### src/rtl/guard_pkg.sv
package guard_pkg;

  typedef enum logic [1:0] {
    ST_IDLE  = 2'd0,
    ST_ARMED = 2'd1,
    ST_HELD  = 2'd2
  } seq_state_t;

  localparam int KEY_W    = 32;
  localparam int OFF_W    = 2;
  localparam logic [OFF_W-1:0] OFF_OPEN  = 2'd0;
  localparam logic [OFF_W-1:0] OFF_VALUE = 2'd1;
  localparam logic [OFF_W-1:0] OFF_CLOSE = 2'd2;

endpackage

### src/rtl/guard_decode.sv
module guard_decode
  import guard_pkg::*;
#(
  parameter int ADDR_W  = 4,
  parameter int NUM_REG = 2
) (
  input  logic              wr_en,
  input  logic [ADDR_W-1:0] addr,
  output logic [NUM_REG-1:0] win_wr,
  output logic [NUM_REG-1:0] open_wr,
  output logic [NUM_REG-1:0] value_wr,
  output logic [NUM_REG-1:0] close_wr
);

  localparam int SEL_W = ADDR_W - OFF_W;

  logic [SEL_W-1:0] sel;
  logic [OFF_W-1:0] off;

  assign sel = addr[ADDR_W-1:OFF_W];
  assign off = addr[OFF_W-1:0];

  for (genvar n = 0; n < NUM_REG; n++) begin : g_win
    logic hit;
    assign hit         = wr_en && (sel == SEL_W'(n));
    assign win_wr[n]   = hit;
    assign open_wr[n]  = hit && (off == OFF_OPEN);
    assign value_wr[n] = hit && (off == OFF_VALUE);
    assign close_wr[n] = hit && (off == OFF_CLOSE);
  end

endmodule

### src/rtl/guard_seq.sv
module guard_seq
  import guard_pkg::*;
#(
  parameter int                REG_W     = 8,
  parameter logic [KEY_W-1:0]  OPEN_KEY  = 32'h0,
  parameter logic [KEY_W-1:0]  CLOSE_KEY = 32'h0,
  parameter logic [REG_W-1:0]  RESET_VAL = '0
) (
  input  logic             clk,
  input  logic             rst,
  input  logic             win_wr,
  input  logic             open_wr,
  input  logic             value_wr,
  input  logic             close_wr,
  input  logic [KEY_W-1:0] wdata,
  output logic [REG_W-1:0] live,
  output logic             commit
);

  seq_state_t       state;
  logic [REG_W-1:0] shadow;
  logic             open_ok;
  logic             close_ok;

  assign open_ok  = open_wr  && (wdata == OPEN_KEY);
  assign close_ok = close_wr && (wdata == CLOSE_KEY);

  always_ff @(posedge clk) begin
    if (rst) begin
      state  <= ST_IDLE;
      shadow <= '0;
      live   <= RESET_VAL;
      commit <= 1'b0;
    end else begin
      commit <= 1'b0;
      if (win_wr) begin
        unique case (state)
          ST_IDLE: begin
            state <= open_ok ? ST_ARMED : ST_IDLE;
          end
          ST_ARMED: begin
            if (value_wr) begin
              shadow <= wdata[REG_W-1:0];
              state  <= ST_HELD;
            end else begin
              shadow <= '0;
              state  <= ST_IDLE;
            end
          end
          ST_HELD: begin
            if (close_ok) begin
              live   <= shadow;
              commit <= 1'b1;
            end
            shadow <= '0;
            state  <= ST_IDLE;
          end
          default: begin
            shadow <= '0;
            state  <= ST_IDLE;
          end
        endcase
      end
    end
  end

endmodule

### src/rtl/guard_rdmux.sv
module guard_rdmux
  import guard_pkg::*;
#(
  parameter int ADDR_W  = 4,
  parameter int NUM_REG = 2,
  parameter int REG_W   = 8
) (
  input  logic                     clk,
  input  logic                     rst,
  input  logic [ADDR_W-1:0]        addr,
  input  logic [NUM_REG*REG_W-1:0] live_flat,
  output logic [KEY_W-1:0]         rdata
);

  localparam int SEL_W = ADDR_W - OFF_W;

  logic [KEY_W-1:0] rd_next;

  always_comb begin
    rd_next = '0;
    for (int n = 0; n < NUM_REG; n++) begin
      if (addr[ADDR_W-1:OFF_W] == SEL_W'(n) && addr[OFF_W-1:0] == OFF_VALUE)
        rd_next = KEY_W'(live_flat[n*REG_W +: REG_W]);
    end
  end

  always_ff @(posedge clk) begin
    if (rst) rdata <= '0;
    else     rdata <= rd_next;
  end

endmodule

### src/rtl/guarded_ctrl_regs.sv
module guarded_ctrl_regs
  import guard_pkg::*;
#(
  parameter int ADDR_W  = 4,
  parameter int NUM_REG = 2,
  parameter int REG_W   = 8,
  parameter logic [NUM_REG*KEY_W-1:0] OPEN_KEYS  = {32'h0000_0001, 32'h0000_00AA},
  parameter logic [NUM_REG*KEY_W-1:0] CLOSE_KEYS = {32'h0000_00F4, 32'h0000_0055},
  parameter logic [NUM_REG*REG_W-1:0] RESET_VALS = {8'hA5, 8'h3C}
) (
  input  logic                     clk,
  input  logic                     rst,
  input  logic                     wr_en,
  input  logic [ADDR_W-1:0]        addr,
  input  logic [KEY_W-1:0]         wdata,
  output logic [KEY_W-1:0]         rdata,
  output logic [NUM_REG*REG_W-1:0] reg_q,
  output logic [NUM_REG-1:0]       commit
);

  logic [NUM_REG-1:0] win_wr;
  logic [NUM_REG-1:0] open_wr;
  logic [NUM_REG-1:0] value_wr;
  logic [NUM_REG-1:0] close_wr;

  guard_decode #(.ADDR_W(ADDR_W), .NUM_REG(NUM_REG)) u_decode (
    .wr_en    (wr_en),
    .addr     (addr),
    .win_wr   (win_wr),
    .open_wr  (open_wr),
    .value_wr (value_wr),
    .close_wr (close_wr)
  );

  for (genvar n = 0; n < NUM_REG; n++) begin : g_reg
    guard_seq #(
      .REG_W     (REG_W),
      .OPEN_KEY  (OPEN_KEYS[n*KEY_W +: KEY_W]),
      .CLOSE_KEY (CLOSE_KEYS[n*KEY_W +: KEY_W]),
      .RESET_VAL (RESET_VALS[n*REG_W +: REG_W])
    ) u_seq (
      .clk      (clk),
      .rst      (rst),
      .win_wr   (win_wr[n]),
      .open_wr  (open_wr[n]),
      .value_wr (value_wr[n]),
      .close_wr (close_wr[n]),
      .wdata    (wdata),
      .live     (reg_q[n*REG_W +: REG_W]),
      .commit   (commit[n])
    );
  end

  guard_rdmux #(.ADDR_W(ADDR_W), .NUM_REG(NUM_REG), .REG_W(REG_W)) u_rdmux (
    .clk       (clk),
    .rst       (rst),
    .addr      (addr),
    .live_flat (reg_q),
    .rdata     (rdata)
  );

endmodule

### config.mk
export PLATFORM = sky130hd
export DESIGN_NAME = guarded_ctrl_regs
export DESIGN_NICKNAME = d
export VERILOG_FILES = /design/src/rtl/guard_pkg.sv /design/src/rtl/guard_decode.sv /design/src/rtl/guard_seq.sv /design/src/rtl/guard_rdmux.sv /design/src/rtl/guarded_ctrl_regs.sv
export SDC_FILE = /design/constraint.sdc
export NUM_CORES = 1
export LEC_CHECK = 0
export BUFFER_PORTS_ARGS = -buffer_cell sky130_fd_sc_hd__buf_2
export CORE_UTILIZATION = 35
export CTS_CLUSTER_DIAMETER = 60
export DETAILED_ROUTE_END_ITERATION = 8
export GPL_ROUTABILITY_DRIVEN = 0
export GPL_TIMING_DRIVEN = 0
export PLACE_DENSITY = 0.72
export SKIP_LAST_GASP = 1
export SYNTH_ARGS = -nofsm -noshare
export SYNTH_HDL_FRONTEND = slang
export SYNTH_SLANG_ARGS = --single-unit
### constraint.sdc
create_clock -name clk -period 3.1 [get_ports clk]
set_clock_uncertainty 0.2 [all_clocks]
set_input_delay 0.155 -clock clk [delete_from_list [all_inputs] [get_ports clk]]
set_output_delay 0.155 -clock clk [all_outputs]
set_load 0.005 [all_outputs]
==> reports/metrics.cfg, run 1 <==
[run_status]
status = complete, no violations

[floorplan]
die-width_um = 80.6
fp.dieArea_um2 = 6500
core-area_um2 = 5960
num_rows = 28
ioPinCount = 89
start_util_pct = 36.3
die_y_um = 80.6

[place]
place_area_um2 = 2660
io_buffers = 63
hpwl_um = 3950

[hold_path]
min_from = addr[0]
hold_depth = 3
min_delay_worst_endpoint = g_reg[0].u_seq.state[0]$_SDFFE_PP0P_
min_path_type = primary input to register

[logic_synthesis]
yosysSeqAreaShare_pct = 42.5
synth_cell_types = 32
yosys.area.top_type_share_pct = 42.5
yosys_warnings = 0
netlist_top_cells_area = dfxtp_1 43%, buf_4 9.0%, mux2i_1 8.3%
synthFlopType = dfxtp_1
async_flop_share_pct = 0
synth_seq_cells = 46
synthCells = 245
synth_area_um2 = 2160
synth_edf_count = 0
syn_avg_cell_area_um2 = 8.84
post-synth-top-count-cell = dfxtp_1
synthTopCellsByCount = 46 x dfxtp_1, 35 x nand2_1, 29 x nor2_1, 26 x buf_4, 20 x nand3_1
yosysTopAreaCell = dfxtp_1

[worst_setup_path]
crit_family = simple AND/OR/NAND/NOR gates
crit_chain = dlygate4sd3_1, buf_2, nor4b_1, nand2_1, nor4_4, mux2i_1
rrSetupSlack_ns = 0.89
end_kind = register
cp-start-kind = primary input
cp_max_fo = 8
reg2reg_from = g_reg[0].u_seq.state[0]$_SDFFE_PP0P_
required_ns = 3.13
reg2reg_depth = 4
critical_path.max_stage_delay_ns = 0.68
arrival_ns = 2.38
critical_path_class = primary input to register
cp.buffers_inverters = 2
reg2reg_to = g_reg[0].u_seq.live[6]$_SDFFE_PP0P_
cp-startpoint = wdata[5]
critical-path-slowest-cell = nor4_4

[clock_tree]
clk_latency_ns = 0.30
htree_levels = 2
clk_pin_slew_ns = 0.09
cts_setup_buffers = 0
cts_buffer_depth = 2
clkSinkCount = 46
cts_resized = 0
cts_tree = built
root_buffer = clkbuf_8
numCtsBuffers = 5
cts_hold_buf = 9

[power]
leakage_nw = 1.19
irDropWorstVdd_uv = 245
p_per_area_nw_per_um2 = 403

[cells_and_area]
area_delta_synth_final_pct = 32.1
fill_cells = 588
fin_area_um2 = 2860
layout.nets = 386
drive_above_1_share_pct = 31.6
postLayoutCoreUtil_pct = 48.0
num_antenna_cells = 0

[global_route]
grt_pass1_wl_um = 8600
grt.overflow.total = 0
grtUsageTotal_pct = 17.4
grt_start_max_net_pins = 15
grt_antenna_before_repair = 0
grt_pass1_vias = 1849

[drt]
detail-route-antenna-nets = 0
num_vias = 1999
initialDrtViolationCount = 87
drt-total-wl_um = 5190
vias_per_cell = 4.73
wl_per_cell_um = 12.3
drc = 0
first_pass_iters = 4

[sta]
fmax_ghz = 0.426
setup_tns_ns = 0
tightest_slew_ns = 0.897
whs_ns = 0.0278
hold_violations = 0
maxSlewViolCount = 0
min_period_ns = 2.35
grt_setup_unrepaired = false
finalSetupViolCount = 0
fin_crit_sh_pct = 75.8
slew_headroom_pct = 40.0

[flow_run]
max_cap_violations = 0

-- flip-flops by register name (all words and copies together), names as in the netlist --
name,flops
g.u_seq.commit,2
g.u_seq.live,16
g.u_seq.shadow,16
g.u_seq.state,4
u_rdmux.rdata,8
-- cell families after synthesis --
logic type,Yosys count,synth area share [%]
muxes,18,8.32
DFF,46,42.5
buffers and inverters,38,11.2
and+or+nand+nor,114,29.9
AOI/OAI and AO/OA,28,7.86
other,1,0.173
-- worst max path at each step --
stage / to / slack, ns / depth (start not counted)
5_1_grt: g_reg[0].u_seq.live[6]$_SDFFE_PP0P_ / 0.56 / 6
3_5_place_dp: g_reg[0].u_seq.live[0]$_SDFFE_PP0P_ / 0.90 / 4
3_3_place_gp: g_reg[1].u_seq.live[5]$_SDFFE_PP1P_ / 1.00 / 5
2_1_floorplan: g_reg[0].u_seq.live[0]$_SDFFE_PP0P_ / 1.29 / 4
4_1_cts: g_reg[0].u_seq.live[0]$_SDFFE_PP0P_ / 0.76 / 6
6_report: g_reg[0].u_seq.live[6]$_SDFFE_PP0P_ / 0.75 / 6
-- layer usage --
metal  track usage (%)  part of all wire (%)
met5                 0                     0
met4              7.14                   2.6
met3              3.98                   5.8
met2              29.2                    47
met1              21.1                    44
-- metrics by stage --
stage	instances	total power [mW]	setup slack [ns]
after floorplan	268	0.663	1.29
after global placement	406	0.707	1.00
after detailed placement	406	0.708	0.900
after CTS	423	1.16	0.757
after global routing	423	1.19	0.564
final	423	1.15	0.751
-- power breakdown --
| group | internal (mW) | switching [mW] |
|---|---|---|
| combinational | 0.0569 | 0.0548 |
| clock | 0.241 | 0.207 |
| sequential | 0.592 | 0.000283 |
-- placed cells by master, fill, tap and decap left out --
| cell | instances |
|---|---|
| conb_1 | 24 |
| nor4_4 | 3 |
| inv_1 | 1 |
| nor4_1 | 4 |
| and4bb_2 | 1 |
| nand4_1 | 1 |
| nor4b_1 | 1 |
| nor4bb_1 | 3 |
| o41ai_1 | 2 |
| or3b_1 | 1 |
| dfxtp_1 | 46 |
| nand3_1 | 20 |
| or2_2 | 2 |
| buf_4 | 26 |
| nand2_1 | 35 |
| nor4b_2 | 2 |
| dlygate4sd3_1 | 9 |
| nor4_2 | 3 |
| nor3b_1 | 1 |
| and4b_1 | 1 |
| o21ai_1 | 1 |
| nor2_1 | 29 |
| bufinv_16 | 1 |
| clkbuf_8 | 5 |
| nor3_1 | 1 |
| clkbuf_1 | 10 |
| buf_2 | 65 |
| a22oi_1 | 8 |
| nor2b_1 | 1 |
| or4_1 | 1 |
| nand3b_1 | 3 |
| clkinvlp_4 | 1 |
| nand4_2 | 1 |
| mux2i_1 | 18 |
| a21oi_1 | 16 |
| o21a_1 | 1 |
-- layout make-up --
cell class | instances | area, um^2 | share of cell area, %
multi-input cells | 184 | 1090 | 38.0
flip-flops and latches | 46 | 921 | 32.2
repair buffers | 72 | 405 | 14.2
plain buffers | 37 | 239 | 8.36
well taps | 75 | 93.8 | 3.28
clock buffers | 6 | 72.6 | 2.54
clock inverters | 2 | 37.5 | 1.31
inverters | 1 | 3.75 | 0.131
-- worst reg2reg max path, stage by stage (launching register included) --
cell	delay, ns
dfxtp_1	0.36
nor4b_2	0.37
nand3_1	0.19
nor4_4	0.75
mux2i_1	0.26
(Power assumes the default switching activity.)
==> run 2, diff against run 1 <==
==> constraint.sdc (replaced) <==
create_clock -name clk -period 2.3 [get_ports clk]
set_clock_uncertainty 0.2 [all_clocks]
set_input_delay 0.115 -clock clk [delete_from_list [all_inputs] [get_ports clk]]
set_output_delay 0.115 -clock clk [all_outputs]
set_load 0.005 [all_outputs]
==> reports/metrics.cfg, run 2 (synthesized netlist as in run 1, its figures left out) <==
[run_status]
status = complete, no violations

[clock_tree]
numCtsBuffers = 5
cts_tree = built
cts_buffer_depth = 2
root_buffer = clkbuf_8
clk_pin_slew_ns = 0.08
clk_latency_ns = 0.30
clkSinkCount = 46
htree_levels = 2

[sta]
finalSetupViolCount = 0
min_period_ns = 2.24
maxSlewViolCount = 0
fmax_ghz = 0.446
tightest_slew_ns = 0.929
setup_ws_ns = 0.0588
fin_crit_sh_pct = 97.4
hold_violations = 0
slew_headroom_pct = 37.9

[drt]
wirelength_met1_um = 2280
maxUsedRoutingLayer = met4
drc = 0
vias_per_cell = 4.70
num_vias = 2017
first_pass_iters = 5
dr_wl_met2_um = 2610
route.met3.wl_um = 378
wl_per_cell_um = 12.5
initialDrtViolationCount = 95
detail-route-antenna-nets = 0
drt-total-wl_um = 5360

[cells_and_area]
num_antenna_cells = 0
final_common_cell = buf_2
layout_common_cells = 65 x buf_2, 46 x dfxtp_1, 35 x nand2_1
area_delta_synth_final_pct = 36.5
drive_above_1_share_pct = 32.5
layout.nets = 392
top_regs = g.u_seq.live x16, g.u_seq.shadow x16, u_rdmux.rdata x8

[hold_path]
hold_depth = 4
min_path_type = primary input to register
min_delay_worst_endpoint = g_reg[0].u_seq.commit$_SDFF_PP0_
min_from = wdata[5]

[floorplan]
start_util_pct = 36.3
ioPinCount = 89
num_rows = 28
fp.dieArea_um2 = 6500
die-width_um = 80.6
core-area_um2 = 5960
die_y_um = 80.6

[worst_setup_path]
cp-startpoint = wdata[4]
arrival_ns = 2.25
critical-path-slowest-cell = dlygate4sd3_1
crit_chain = dlygate4sd3_1, buf_2, or4_1, dlygate4sd3_1, o41ai_2
end_kind = register
critical_path_class = primary input to register
rrSetupSlack_ns = 0.19
reg2reg_to = g_reg[0].u_seq.shadow[5]$_SDFFE_PP0P_
reg2reg_from = g_reg[0].u_seq.state[1]$_SDFFE_PP0P_
required_ns = 2.31
cp-start-kind = primary input
reg2reg_depth = 5
cp_max_fo = 4
critical_path.max_stage_delay_ns = 0.60
crit_top_cell = dlygate4sd3_1

[power]
leakage_nw = 1.23
power_mw = 1.55
irDropWorstVdd_uv = 331
p_per_area_nw_per_um2 = 525

[flow_run]
max_cap_violations = 0

[global_route]
grt_antenna_before_repair = 0
grt_pass1_wl_um = 8840
grtUsageTotal_pct = 17.8
grt_pass1_vias = 1906
grt.overflow.total = 0
grt_start_max_net_pins = 15

[place]
dp_slack_ns = 0.0996
io_buffers = 63
hpwl_um = 3950

-- run 2: cell types whose count changed in the layout (fill, tap and decap cells not counted) --
cell           delta
buf_12            +2
o41ai_2           +1
nor4b_2           +1
dlygate4sd3_1     +4
clkbuf_2          +1
o41ai_1           -1
nor4b_1           -1
clkbuf_1          -1
-- run 2: timing repair --
| item | in CTS | in global routing |
|---|---|---|
| resized for setup | 0 | 4 |
| endpoints found under the setup margin | 0 | 18 |
| endpoints found under the hold margin | 20 | 0 |
| buffers inserted | 0 | 2 |
| hold buffers | 13 | 0 |
-- run 2: critical path, delay by kind of cell --
kind | cells | cell delay [ns]
AND/OR/NAND/NOR | 1 | 0.58
buffers and inverters | 3 | 1.28
AO/OA/AOI/OAI | 1 | 0.28
-- run 2: per-stage QoR --
| step | hold slack [ns] | instance area (um^2) | setup TNS (ns) | utilization (%) | instances |
|---|---|---|---|---|---|
| after floorplan | 0.0163 | 2250 | 0 | - | 268 |
| after global placement | 0.184 | 2660 | 0 | 44.7 | 406 |
| after detailed placement | 0.190 | 2660 | 0 | 44.7 | 406 |
| after CTS | 0.0454 | 2900 | 0 | 48.7 | 427 |
| after global routing | 0.0796 | 2960 | -0.00107 | 49.6 | 429 |
| final | 0.0429 | 2960 | 0 | 49.6 | 429 |
-- run 2: final cells by class --
class	count	area, um^2
Buffer	37	240
Clock buffer	6	72.6
Clock inverter	2	37.5
Fill cell	579	3000
Inverter	1	3.75
Multi-Input combinational cell	184	1100
Sequential cell	46	921
Tap cell	75	93.8
Timing Repair Buffer	78	485
-- run 2: worst max path at each step --
| stage | slack (ns) | endpoint |
|---|---|---|
| 2_1_floorplan | 0.49 | g_reg[0].u_seq.live[0]$_SDFFE_PP0P_ |
| 3_3_place_gp | 0.21 | g_reg[0].u_seq.live[2]$_SDFFE_PP1P_ |
| 3_5_place_dp | 0.1 | g_reg[0].u_seq.live[0]$_SDFFE_PP0P_ |
| 4_1_cts | 0.04 | g_reg[0].u_seq.live[0]$_SDFFE_PP0P_ |
| 5_1_grt | -0.001 | g_reg[0].u_seq.state[0]$_SDFFE_PP0P_ |
| 6_report | 0.06 | g_reg[1].u_seq.state[0]$_SDFFE_PP0P_ |
-- run 2: routing by layer --
metal,global-route usage [%],vias to the layer above
met2,30.4,75
met1,20.8,907
met5,0,-
met3,4.77,12
li1,-,1023
met4,7.32,0
-- run 2: where the power goes --
part | leakage (nW) | switching (mW) | total (mW) | internal (mW)
registers | 0.371 | 0.000381 | 0.798 | 0.798
clock network | 0.0514 | 0.277 | 0.602 | 0.324
logic | 0.807 | 0.0753 | 0.153 | 0.0772
total | 1.23 | 0.353 | 1.55 | 1.20
